==> src/rtl/stair_pkg.sv <==
package stair_pkg;
  // phase code spans one electrical cycle
  localparam int PHASE_W = 16;
  // angle codes address one quarter cycle
  localparam int QTR_W = PHASE_W - 2;
  // folded offset needs one more bit to reach the quarter point itself
  localparam int OFF_W = QTR_W + 1;
endpackage

==> src/rtl/stair_tbl.sv <==
module stair_tbl
  import stair_pkg::*;
#(
  parameter int NUM_POS   = 2,
  parameter int NUM_NOTCH = 1,
  localparam int ENT = NUM_POS + 2 * NUM_NOTCH,
  localparam int AW  = (ENT > 1) ? $clog2(ENT) : 1
) (
  input  logic                 clk,
  input  logic                 rst_n,
  input  logic                 we,
  input  logic [AW-1:0]        addr,
  input  logic [QTR_W-1:0]     wdata,
  input  logic                 commit,
  input  logic                 xing,
  output logic [ENT*QTR_W-1:0] act_flat,
  output logic [ENT*QTR_W-1:0] stg_flat,
  output logic [ENT*QTR_W-1:0] use_flat,
  output logic                 err
);
  logic [QTR_W-1:0] shd [ENT];
  logic [QTR_W-1:0] stg [ENT];
  logic [QTR_W-1:0] act [ENT];
  logic pend;
  logic shd_ok;
  logic swap;

  function automatic logic [QTR_W-1:0] dflt(input int i);
    if (i < NUM_POS) return QTR_W'(((i + 1) * (1 << QTR_W)) / (NUM_POS + 1));
    return '0;
  endfunction

  // ordering rule: level angles strictly rising, each notch start <= end
  always_comb begin
    shd_ok = 1'b1;
    for (int i = 1; i < NUM_POS; i++)
      if (shd[i] <= shd[i-1]) shd_ok = 1'b0;
    for (int k = 0; k < NUM_NOTCH; k++)
      if (shd[NUM_POS + 2*k] > shd[NUM_POS + 2*k + 1]) shd_ok = 1'b0;
  end

  assign swap = xing & pend;

  always_ff @(posedge clk) begin
    if (!rst_n) begin
      for (int i = 0; i < ENT; i++) begin
        shd[i] <= dflt(i);
        stg[i] <= dflt(i);
        act[i] <= dflt(i);
      end
      pend <= 1'b0;
      err  <= 1'b0;
    end else begin
      if (we && int'(addr) < ENT) shd[addr] <= wdata;
      if (swap) begin
        for (int i = 0; i < ENT; i++) act[i] <= stg[i];
        pend <= 1'b0;
      end
      if (commit) begin
        if (shd_ok) begin
          for (int i = 0; i < ENT; i++) stg[i] <= shd[i];
          pend <= 1'b1;
          err  <= 1'b0;
        end else begin
          err <= 1'b1;
        end
      end
    end
  end

  for (genvar g = 0; g < ENT; g++) begin : g_flat
    assign act_flat[g*QTR_W +: QTR_W] = act[g];
    assign stg_flat[g*QTR_W +: QTR_W] = stg[g];
  end

  // the crossing clock already evaluates with the incoming table
  assign use_flat = swap ? stg_flat : act_flat;
endmodule

==> src/rtl/stair_eval.sv <==
module stair_eval
  import stair_pkg::*;
#(
  parameter int NUM_POS   = 2,
  parameter int NUM_NOTCH = 1,
  parameter int LVL_W     = 3,
  localparam int ENT = NUM_POS + 2 * NUM_NOTCH
) (
  input  logic [PHASE_W-1:0]      phase,
  input  logic [ENT*QTR_W-1:0]    tbl,
  output logic signed [LVL_W-1:0] lvl
);
  // fold the phase onto the first quarter; odd quarters are mirrored
  function automatic logic [OFF_W-1:0] fold(input logic [PHASE_W-1:0] p);
    if (p[QTR_W]) return (OFF_W'(1) << QTR_W) - OFF_W'(p[QTR_W-1:0]);
    return OFF_W'(p[QTR_W-1:0]);
  endfunction

  logic [OFF_W-1:0]        q;
  logic signed [LVL_W-1:0] cnt;

  always_comb begin
    q   = fold(phase);
    cnt = '0;
    for (int i = 0; i < NUM_POS; i++)
      if (OFF_W'(tbl[i*QTR_W +: QTR_W]) <= q) cnt = cnt + LVL_W'(1);
    for (int k = 0; k < NUM_NOTCH; k++)
      if (OFF_W'(tbl[(NUM_POS+2*k)*QTR_W +: QTR_W]) <= q &&
          q < OFF_W'(tbl[(NUM_POS+2*k+1)*QTR_W +: QTR_W]))
        cnt = cnt - LVL_W'(1);
    lvl = phase[PHASE_W-1] ? -cnt : cnt;
  end
endmodule

==> src/rtl/stair_seq.sv <==
module stair_seq
  import stair_pkg::*;
#(
  parameter int NUM_POS   = 2,
  parameter int NUM_NOTCH = 1,
  localparam int ENT   = NUM_POS + 2 * NUM_NOTCH,
  localparam int AW    = (ENT > 1) ? $clog2(ENT) : 1,
  localparam int LVL_W = $clog2(NUM_POS + NUM_NOTCH + 1) + 1
) (
  input  logic                    clk,
  input  logic                    rst_n,
  input  logic                    en,
  input  logic [PHASE_W-1:0]      phase,
  input  logic                    ld_we,
  input  logic [AW-1:0]           ld_addr,
  input  logic [QTR_W-1:0]        ld_angle,
  input  logic                    ld_commit,
  output logic signed [LVL_W-1:0] level,
  output logic                    level_stb,
  output logic                    tbl_err
);
  logic [1:0]              prev_quad;
  logic                    xing;
  logic [ENT*QTR_W-1:0]    act_flat;
  logic [ENT*QTR_W-1:0]    stg_flat;
  logic [ENT*QTR_W-1:0]    use_flat;
  logic signed [LVL_W-1:0] lvl_c;
  logic signed [LVL_W-1:0] lvl_nxt;

  // positive-going zero crossing: last quadrant straight into the first
  assign xing = (prev_quad == 2'b11) && (phase[PHASE_W-1 -: 2] == 2'b00);

  stair_tbl #(.NUM_POS(NUM_POS), .NUM_NOTCH(NUM_NOTCH)) u_tbl (
    .clk(clk), .rst_n(rst_n), .we(ld_we), .addr(ld_addr), .wdata(ld_angle),
    .commit(ld_commit), .xing(xing), .act_flat(act_flat),
    .stg_flat(stg_flat), .use_flat(use_flat), .err(tbl_err)
  );

  stair_eval #(.NUM_POS(NUM_POS), .NUM_NOTCH(NUM_NOTCH), .LVL_W(LVL_W)) u_eval (
    .phase(phase), .tbl(use_flat), .lvl(lvl_c)
  );

  assign lvl_nxt = en ? lvl_c : '0;

  always_ff @(posedge clk) begin
    if (!rst_n) begin
      prev_quad <= 2'b00;
      level     <= '0;
      level_stb <= 1'b0;
    end else begin
      prev_quad <= phase[PHASE_W-1 -: 2];
      level     <= lvl_nxt;
      level_stb <= (lvl_nxt != level);
    end
  end
endmodule

==> config.mk <==
export PLATFORM = sky130hd
export DESIGN_NAME = stair_seq
export DESIGN_NICKNAME = d
export VERILOG_FILES = /design/src/rtl/stair_pkg.sv /design/src/rtl/stair_tbl.sv /design/src/rtl/stair_eval.sv /design/src/rtl/stair_seq.sv
export SDC_FILE = /design/constraint.sdc
export NUM_CORES = 1
export LEC_CHECK = 0
export BUFFER_PORTS_ARGS = -buffer_cell sky130_fd_sc_hd__buf_2
export CORE_UTILIZATION = 60
export DETAILED_ROUTE_END_ITERATION = 16
export GPL_ROUTABILITY_DRIVEN = 0
export HOLD_SLACK_MARGIN = 0.03
export PLACE_DENSITY = 0.78
export RECOVER_POWER = 100
export SETUP_SLACK_MARGIN = 0.2
export SYNTH_ARGS = -nofsm -noshare
export SYNTH_HDL_FRONTEND = slang
export SYNTH_SLANG_ARGS = --single-unit
==> constraint.sdc <==
create_clock -name clk -period 8.1 [get_ports clk]
set_clock_uncertainty 0.2 [all_clocks]
set_input_delay 1.62 -clock clk [delete_from_list [all_inputs] [get_ports clk]]
set_output_delay 1.62 -clock clk [all_outputs]
set_load 0.005 [all_outputs]
Word level (Yosys, flattened, before mapping)
Memory sizes are Yosys's and may differ from the RTL's.
Index checks and enable logic that the tools add are counted.

word-level totals
  logic and storage cells = 75
  memories kept = 3
  bits in writable memories = 168
  output and inout bits = 5
  bits in registers = 8

memory list
  name       words  bits a word  read ports  clocked after Yosys merged registers in  wr ports  RTL line         source
  u_tbl.act  4      14           4           0                                        4         stair_tbl.sv:23  logic [QTR_W-1:0] act [ENT];
  u_tbl.shd  4      14           4           0                                        4         stair_tbl.sv:21  logic [QTR_W-1:0] shd [ENT];
  u_tbl.stg  4      14           4           0                                        4         stair_tbl.sv:22  logic [QTR_W-1:0] stg [ENT];

cells by class
  muxes and demuxes = 42
  add/subtract/negate cells = 4
  eq/ne operators = 2
  reduce and logical (&&, ||, !) cells = 4
  bitwise operators = 9
  magnitude comparators = 6

operator list
  cell                                                                   number
  14-bit 2-to-1 mux                                                      12
  56-bit 2-to-1 mux                                                      1
  14-bit by 15-bit less-or-equal comparator with 1-bit output            3
  15-bit 2-to-1 mux                                                      2
  1-bit 2-to-1 mux                                                       21
  15-bit by 14-bit less-than comparator with 1-bit output                1
  15-bit by 14-bit subtractor with 15-bit output (first input constant)  1
  14-bit > comparator                                                    1
  14-bit less-or-equal comparator                                        1
  14-bit OR reduction                                                    1
  13-bit 2-to-1 mux                                                      1
  3-bit 2-to-1 mux                                                       4
  1-bit OR                                                               8
  3-bit inequality test                                                  1
  3-bit negator                                                          1
  3-bit by 2-bit subtractor with 3-bit output (second input constant)    1
  1-bit by 1-bit adder with 2-bit output (second input constant)         1
  2-bit == test (second input constant)                                  1
  1-bit logical AND                                                      2
  2-bit zero test                                                        1
  2-bit 2-to-1 mux                                                       1
  1-bit bitwise AND                                                      1

Longest topological paths before layout
Gate-level depths: netlist (run 1).

  word-level depth = 14
  mapped depth = 26
  mapped depth without buffers = 23

Modules after synthesis
Synthesis (run 1) repeated with hierarchy kept, for this count alone.

second synthesis, totals
  cells, all modules = 932
  area total of the unflattened synthesis = 9962.1 µm²

modules (own cells, without submodules)
  module      cells an instance  area each (µm²)  instances  sequential area each (µm²)
  stair_tbl   662                7837.5           1          5084.9
  stair_eval  246                1884.3           1          0.0
  stair_seq   24                 240.2            1          120.1

Least setup slack after synthesis (run 1)
Ideal clock, no wire load.

  path type = register -> register
  start = memory u_tbl.shd[1][3] (netlist bit)
  end = memory u_tbl.stg[0][0] (netlist bit) (enable)
  buffers on the path = 1
  cell stages (with the launch flop) = 13
  clock period less this slack = 6.566 ns
  arrival time = 5.819 ns
  slack = 1.534 ns
  data required time = 7.353 ns
  cells stage by stage = edfxtp_1 ha_1 a21o_1 a21oi_1 o221ai_1 a21o_1 a21o_1 a21o_1 a21oi_1 o21ai_0 a31oi_1 clkbuf_1 o21ai_0

RTL lines
  element      RTL line
  from (decl)  stair_tbl.sv:21
  to (decl)    stair_tbl.sv:22

Worst setup path in the final report (run 1)
  start = input phase[14]
  end = register level_stb

on the way
  cells in the longest elaborated chain, start to end = 14
  elaborated cells between the ends (all ways) = 20
  those cells by class = add/sub (3); order compare (4); eq/ne (1); mux (8); bitwise (1); reduce/logical (3)

RTL lines
  element                                                      RTL line          source
  from (decl)                                                  stair_seq.sv:13   input logic [PHASE_W-1:0] phase,
  2-bit zero test                                              stair_seq.sv:31   assign xing = (prev_quad == 2'b11) && (phase[PHASE_W-1 -: 2] == 2'b00);
  1-bit logical AND                                            stair_seq.sv:31
  1-bit bitwise AND                                            stair_tbl.sv:42   assign swap = xing & pend;
  56-bit 2-to-1 mux                                            stair_tbl.sv:77   assign use_flat = swap ? stg_flat : act_flat;
  14-bit by 15-bit less-or-equal comparator with 1-bit output  stair_eval.sv:26  if (OFF_W'(tbl[i*QTR_W +: QTR_W]) <= q) cnt = cnt + LVL_W'(1);
  1-bit 2-to-1 mux                                             stair_eval.sv:26
  1-bit by 1-bit adder with 2-bit output                       stair_eval.sv:26
  3-bit 2-to-1 mux                                             stair_eval.sv:26
  3-bit by 2-bit subtractor with 3-bit output                  stair_eval.sv:30  cnt = cnt - LVL_W'(1);
  3-bit 2-to-1 mux (*)                                         stair_eval.sv:28  if (OFF_W'(tbl[(NUM_POS+2*k)*QTR_W +: QTR_W]) <= q &&
  3-bit negator                                                stair_eval.sv:31  lvl = phase[PHASE_W-1] ? -cnt : cnt;
  3-bit 2-to-1 mux (*)                                         stair_eval.sv:31
  3-bit 2-to-1 mux (*)                                         stair_seq.sv:43   assign lvl_nxt = en ? lvl_c : '0;
  3-bit inequality test (*)                                    stair_seq.sv:53   level_stb <= (lvl_nxt != level);
  to (signal assigned)                                         stair_seq.sv:53
  to (decl)                                                    stair_seq.sv:19   output logic level_stb,

Mark *: on every way between the ends. The rest lies on a longest branch, timed or not.
A chain may end at the register's enable or synchronous reset.

==> results.cfg, run 1 <==
[clock_tree]
root_buffer = clkbuf_16
cts_sinks = 176
cts_setup_buffers = 0
ctsHtreeMaxLevel = 4
postCtsHoldBufs = 0
clockBufferDepth = 2
worstSkewPairLatency_ns = 0.43
cts_tree = done
cts_buffers = 17
clkSlewWorstSetupHoldPaths_ns = 0.07
post_cts_resize_count = 0

[grt]
grt_pass1_vias = 6758
gr-total-overflow = 0
grt_pass1_wl_um = 34000
grt.total_usage_pct = 27.0
grt_antenna_before_repair = 0
grt_start_max_net_pins = 71

[final_layout]
area_growth_pct = 9.81
nets = 1005
postLayoutCoreUtil_pct = 67.7
antenna_cells = 0
drive_above_1_share_pct = 11.2
fin_area_sq_um = 10800

[setup_path]
cp-end-kind = register
crit_cells = 20
crit_path_frequent_cell = nand2_1
arrival_ns = 7.17
r2r_slack_ns = 2.63
cp_slowest_stage_delay_ns = 0.77
crit_slowest_cell = nand2_1
worstReg2RegStart = prev_quad[1]
path_buf_inv = 2
ff2ff_path_depth = 19
r2r_end = level_stb
cp-start-kind = input pin
crit_type = in -> reg
crit_start = phase[14]
required_ns = 8.23
crit_chain = clkbuf_1 -> and4bb_1 -> nand2_1 -> clkbuf_1 -> nand2_1 -> nand2_1 -> ha_1 -> nand2_1 -> a21oi_1 -> a211o_1 -> maj3_1 -> a21o_1 -> a21boi_0 -> a21o_1 -> or2b_1 -> fa_1 -> a211o_1 -> a21oi_1 -> o21ai_0 -> a41oi_1
critPathMaxFanout = 32
crit_end = level_stb
path_delay_family = compound AO/OA/AOI/OAI gates

[sta]
drv_slew = 243
max_clock_freq_ghz = 0.142
period_share_pct = 87.0
setup_viol = 0
period_minus_slack_ns = 7.05
setup_slack_ns = 1.05
tns_ns = 0
hold_viol = 0
rsz0062_at_grt = no
max_slew.worst_pin.slew_ns = 2.99
relSlewSlack_pct = -99.1

[placement]
dp_slack_ns = 1.34
dpl_cell_area_sq_um = 10200
dp_hpwl_um = 15700
port-buffer-count = 41

[synth]
yosysTopAreaCell = edfxtp_1
async_flop_share_pct = 0
syn_avg_cell_area_sq_um = 11.3
synth_edf_count = 168
synthFlopType = edfxtp_1
netlist_area_sq_um = 9830
syn_inst = 869
ys_seq_elements = 176
synth_area_leaders = edfxtp_1 (51%), ha_1 (8.9%), nand2_1 (4.0%), and3_1 (3.6%), mux2i_1 (2.2%)
synth_warnings = 0
syn_nets = 977
ys_types = 78
synth.most_common_cell = edfxtp_1
yosysSeqAreaShare_pct = 52.9
synth_top_area_share_pct = 51.3
synthTopCellsByCount = edfxtp_1 (168), nand2_1 (104), ha_1 (70)

[route]
firstDrtPassIters = 5
route.detailed.drc = 0
post_drt_wl_per_cell_um = 19.0
wl_um = 21400
first_iter_violations = 684
routed_via_density = 6.12
vias = 6893
antenna_left = 0

[floorplan]
die_w_um = 130
ios = 42
start_util_pct = 61.7
die_area_sq_um = 16900
core_sq_um = 15900
die_y_um = 130
row_count = 46

[hold_path]
min-delay-start = u_tbl.stg[0][4]
hp-class = reg -> reg

[job]
drv_cap = 4

[status]
violations = max-capacitance violations, max-slew violations
status = finished with violations

[power]
powerDensity_nw_per_um2 = 205
vdd_drop_max_v = 0.000169
p_leak_nw = 4.33
-- metrics by stage --
stage | power [mW] | hold WS [ns] | std cells
3_5_place_dp | 1.41 | 0.347 | 1094
4_1_cts | 2.22 | 0.355 | 1126
5_1_grt | 2.29 | 0.385 | 1126
2_1_floorplan | 1.31 | 0.308 | 869
6_report | 2.22 | 0.357 | 1126
3_3_place_gp | 1.39 | 0.324 | 1094
-- per-layer routing --
metal	part of all wire, %	GRT usage (%)
met5	0	0
met4	4.0	14.4
met3	6.2	5.04
met2	46	42.7
met1	44	35.7
-- layout by cell type, fill, tap and decap left out, types with 8 or more instances in the layout --
cell type,count
nor2_1,15
nor3_1,33
a21oi_1,21
nor3b_1,22
xnor2_1,12
mux2i_1,22
buf_2,35
or2_2,10
nand2_1,103
and2_0,20
nand4_1,12
or3_1,29
nand3_1,8
clkbuf_16,17
a21o_1,13
and2_1,11
nor2b_1,8
clkbuf_1,14
o21ai_0,21
nand2b_1,15
dfxtp_1,8
inv_1,55
edfxtp_1,168
ha_1,70
and3_1,56
-- worst min-delay path by stage --
stage                             to  slack, ns  cells past startpoint
floorplan            u_tbl.act[0][0]       0.31                      1
detailed placement   u_tbl.act[0][4]       0.35                      1
CTS                  u_tbl.act[0][4]       0.35                      1
global route        u_tbl.stg[1][13]       0.39                      1
finish               u_tbl.act[0][4]       0.36                      1
global placement           level_stb       0.32                      2
-- cell families after synthesis --
group | count (synthesis) | synth area share [%]
flip-flops | 176 | 52.9
adder cells (fa/ha/maj) | 73 | 9.32
AO/OA/AOI/OAI | 116 | 8.83
XOR/XNOR | 20 | 2.16
AND/OR/NAND/NOR | 359 | 20.1
multiplexers | 26 | 2.74
buffers and inverters | 99 | 3.93
-- power breakdown --
part / switching [mW] / internal (mW)
clock network: 0.339 / 0.483
logic: 0.193 / 0.115
registers: 0.0299 / 1.06
-- area by class of cell --
| class | instances | area [sq um] |
|---|---|---|
| Clock buffer | 18 | 429 |
| Clock inverter | 14 | 166 |
| Fill cell | 1201 | 5150 |
| Inverter | 56 | 210 |
| Multi-Input combinational cell | 594 | 4260 |
| Sequential cell | 176 | 5200 |
| Tap cell | 216 | 270 |
| Timing Repair Buffer | 52 | 254 |
-- sequential cells by signal, summed over array words and instances (netlist names) --
register,flops
u_tbl.shd,56
level,3
u_tbl.pend,1
level_stb,1
u_tbl.err,1
prev_quad,2
u_tbl.act,56
u_tbl.stg,56
(Power assumes the default switching activity.)
==> inputs of run 2 (changes only) <==
Settings changed: CORE_UTILIZATION 60 to 54, PLACE_DENSITY 0.78 to 0.71.
==> run 2 against run 1 <==
Sequential share of layout area is 0.056 points lower. Power up 0.90%. The flow still finishes with violations (max-capacitance violations, max-slew violations). Cell area grew 0.12%. Sequential cell count unchanged. Global-route usage fell by 2.1 points. Largest power group unchanged. Combinational power hardly changed. Clock-buffer cell count rose by 2.
==> results.cfg, run 2 (synthesis gave the netlist of run 1 again) <==
[route]
vias = 6813
antenna_left = 0
route.detailed.drc = 0
routed_via_density = 6.00
wl_um = 21900
firstDrtPassIters = 5
post_drt_wl_per_cell_um = 19.3
first_iter_violations = 652

[final_layout]
drive_above_1_share_pct = 11.2
stdcell_count = 1136
fillCellCount = 1388
final_common_cell = edfxtp_1
antenna_cells = 0
largest_registers = u_tbl.act (56), u_tbl.shd (56), u_tbl.stg (56)
seq_area_sq_um = 5200
multiInputGateArea_sq_um = 4250
postLayoutCoreUtil_pct = 61.6
fin_area_sq_um = 10800
nets = 1006
area_growth_pct = 9.94
final_cell_mix = edfxtp_1 (168), nand2_1 (104), ha_1 (70)

[grt]
grt_use_met1_pct = 34.8
gr-usage-met2_pct = 39.3
grt_pass1_vias = 6513
busiest_layer = met2
grt.total_usage_pct = 24.9
grt_antenna_before_repair = 0
use_met3_pct = 4.26
gr-total-overflow = 0
grt_start_max_net_pins = 71
grt_pass1_wl_um = 34900

[placement]
dp_cells = 1104
port-buffer-count = 41
dp_slack_ns = 1.42
dpl_cell_area_sq_um = 10300
dp_hpwl_um = 16100

[floorplan]
core_sq_um = 17500
die_w_um = 137
start_util_pct = 56.1
ios = 42
die_area_sq_um = 18800
row_count = 48
die_y_um = 137

[setup_path]
crit_type = in -> reg
worstReg2RegStart = u_tbl.shd[1][3]
r2r_slack_ns = 1.72
cp_slowest_stage_delay_ns = 0.78
crit_slowest_cell = nand2_1
arrival_ns = 6.83
path_delay_family = simple AND/OR/NAND/NOR gates
path_buf_inv = 1
critPathMaxFanout = 34
r2r_end = u_tbl.stg[3][6]
crit_start = phase[14]
crit_chain = clkbuf_1 -> and4bb_1 -> nand2_1 -> nand2_1 -> nand2_1 -> ha_1 -> nor2b_1 -> o21a_1 -> o21a_1 -> o21ai_0 -> a21oi_1 -> o21ai_0 -> a21oi_1 -> o31ai_1 -> a221oi_1 -> or2_2 -> ha_1 -> nor3_1 -> a31oi_1 -> a211o_1 -> a21oi_1 -> o21ai_0 -> a41oi_1
required_ns = 8.23
cp-start-kind = input pin
ff2ff_path_depth = 13
cp-end-kind = register

[clock_tree]
post_cts_resize_count = 0
worstSkewPairLatency_ns = 0.43
cts_tree = done
cts_setup_buffers = 0
ctsHtreeMaxLevel = 4
clkSlewWorstSetupHoldPaths_ns = 0.07
root_buffer = clkbuf_16
clockBufferDepth = 2
postCtsHoldBufs = 0
cts_sinks = 176
cts_buffers = 17

[job]
drv_cap = 5

[sta]
relSlewSlack_pct = -89.3
drv_slew = 265
tns_ns = 0
max_slew.worst_pin.slew_ns = 2.84
max_clock_freq_ghz = 0.149
rsz0062_at_grt = no
period_share_pct = 82.6
timing.hold.ws_ns = 0.357
setup_slack_ns = 1.41
period_minus_slack_ns = 6.69
hold_viol = 0
setup_viol = 0

[power]
vdd_drop_max_v = 0.000153
total_power_mw = 2.24
powerDensity_nw_per_um2 = 207
p_leak_nw = 4.35

[hold_path]
hp-class = reg -> reg
min-delay-start = level[1]
min_path_cells = 2
min_to = level_stb

[status]
violations = max-capacitance violations, max-slew violations
status = finished with violations
-- run 2: worst max-delay path by stage --
| stage | to | slack [ns] | cells after the start |
|---|---|---|---|
| after floorplan | u_tbl.stg[0][0] | 1.53 | 12 |
| after global placement | level_stb | 1.61 | 23 |
| after detailed placement | level_stb | 1.42 | 23 |
| after CTS | level_stb | 1.82 | 23 |
| after global routing | level_stb | 0.94 | 23 |
| final | level_stb | 1.41 | 23 |
-- run 2: power breakdown --
part | switching (mW) | leakage (nW) | internal (mW) | total (mW)
combinational | 0.194 | 2.34 | 0.114 | 0.307
sequential | 0.0289 | 1.72 | 1.06 | 1.09
clock | 0.332 | 0.287 | 0.513 | 0.844
total | 0.554 | 4.35 | 1.68 | 2.24
-- run 2: final cells by class --
type / count / area share [%]
clock buffer: 20 / 4.04
sequential: 176 / 48.2
inverter: 56 / 1.94
timing repair buffer: 53 / 2.42
clock inverter: 12 / 1.54
tap: 225 / 2.60
multi-input combinational: 594 / 39.3
-- run 2: layer usage --
| metal | up-vias | routed length, um | share of wire, % |
|---|---|---|---|
| li1 | 3247 | - | - |
| met5 | - | 0 | 0 |
| met4 | 0 | 489 | 2.2 |
| met3 | 48 | 1350 | 6.2 |
| met2 | 259 | 10100 | 46 |
| met1 | 3259 | 9930 | 45 |
-- run 2: worst register-to-register path: cells and delay by family (launching register included) --
family	cells	cell delay, ns
compound gates	10	2.57
buf+inv	2	2.23
flops	1	0.40
fa+ha+maj	1	0.33
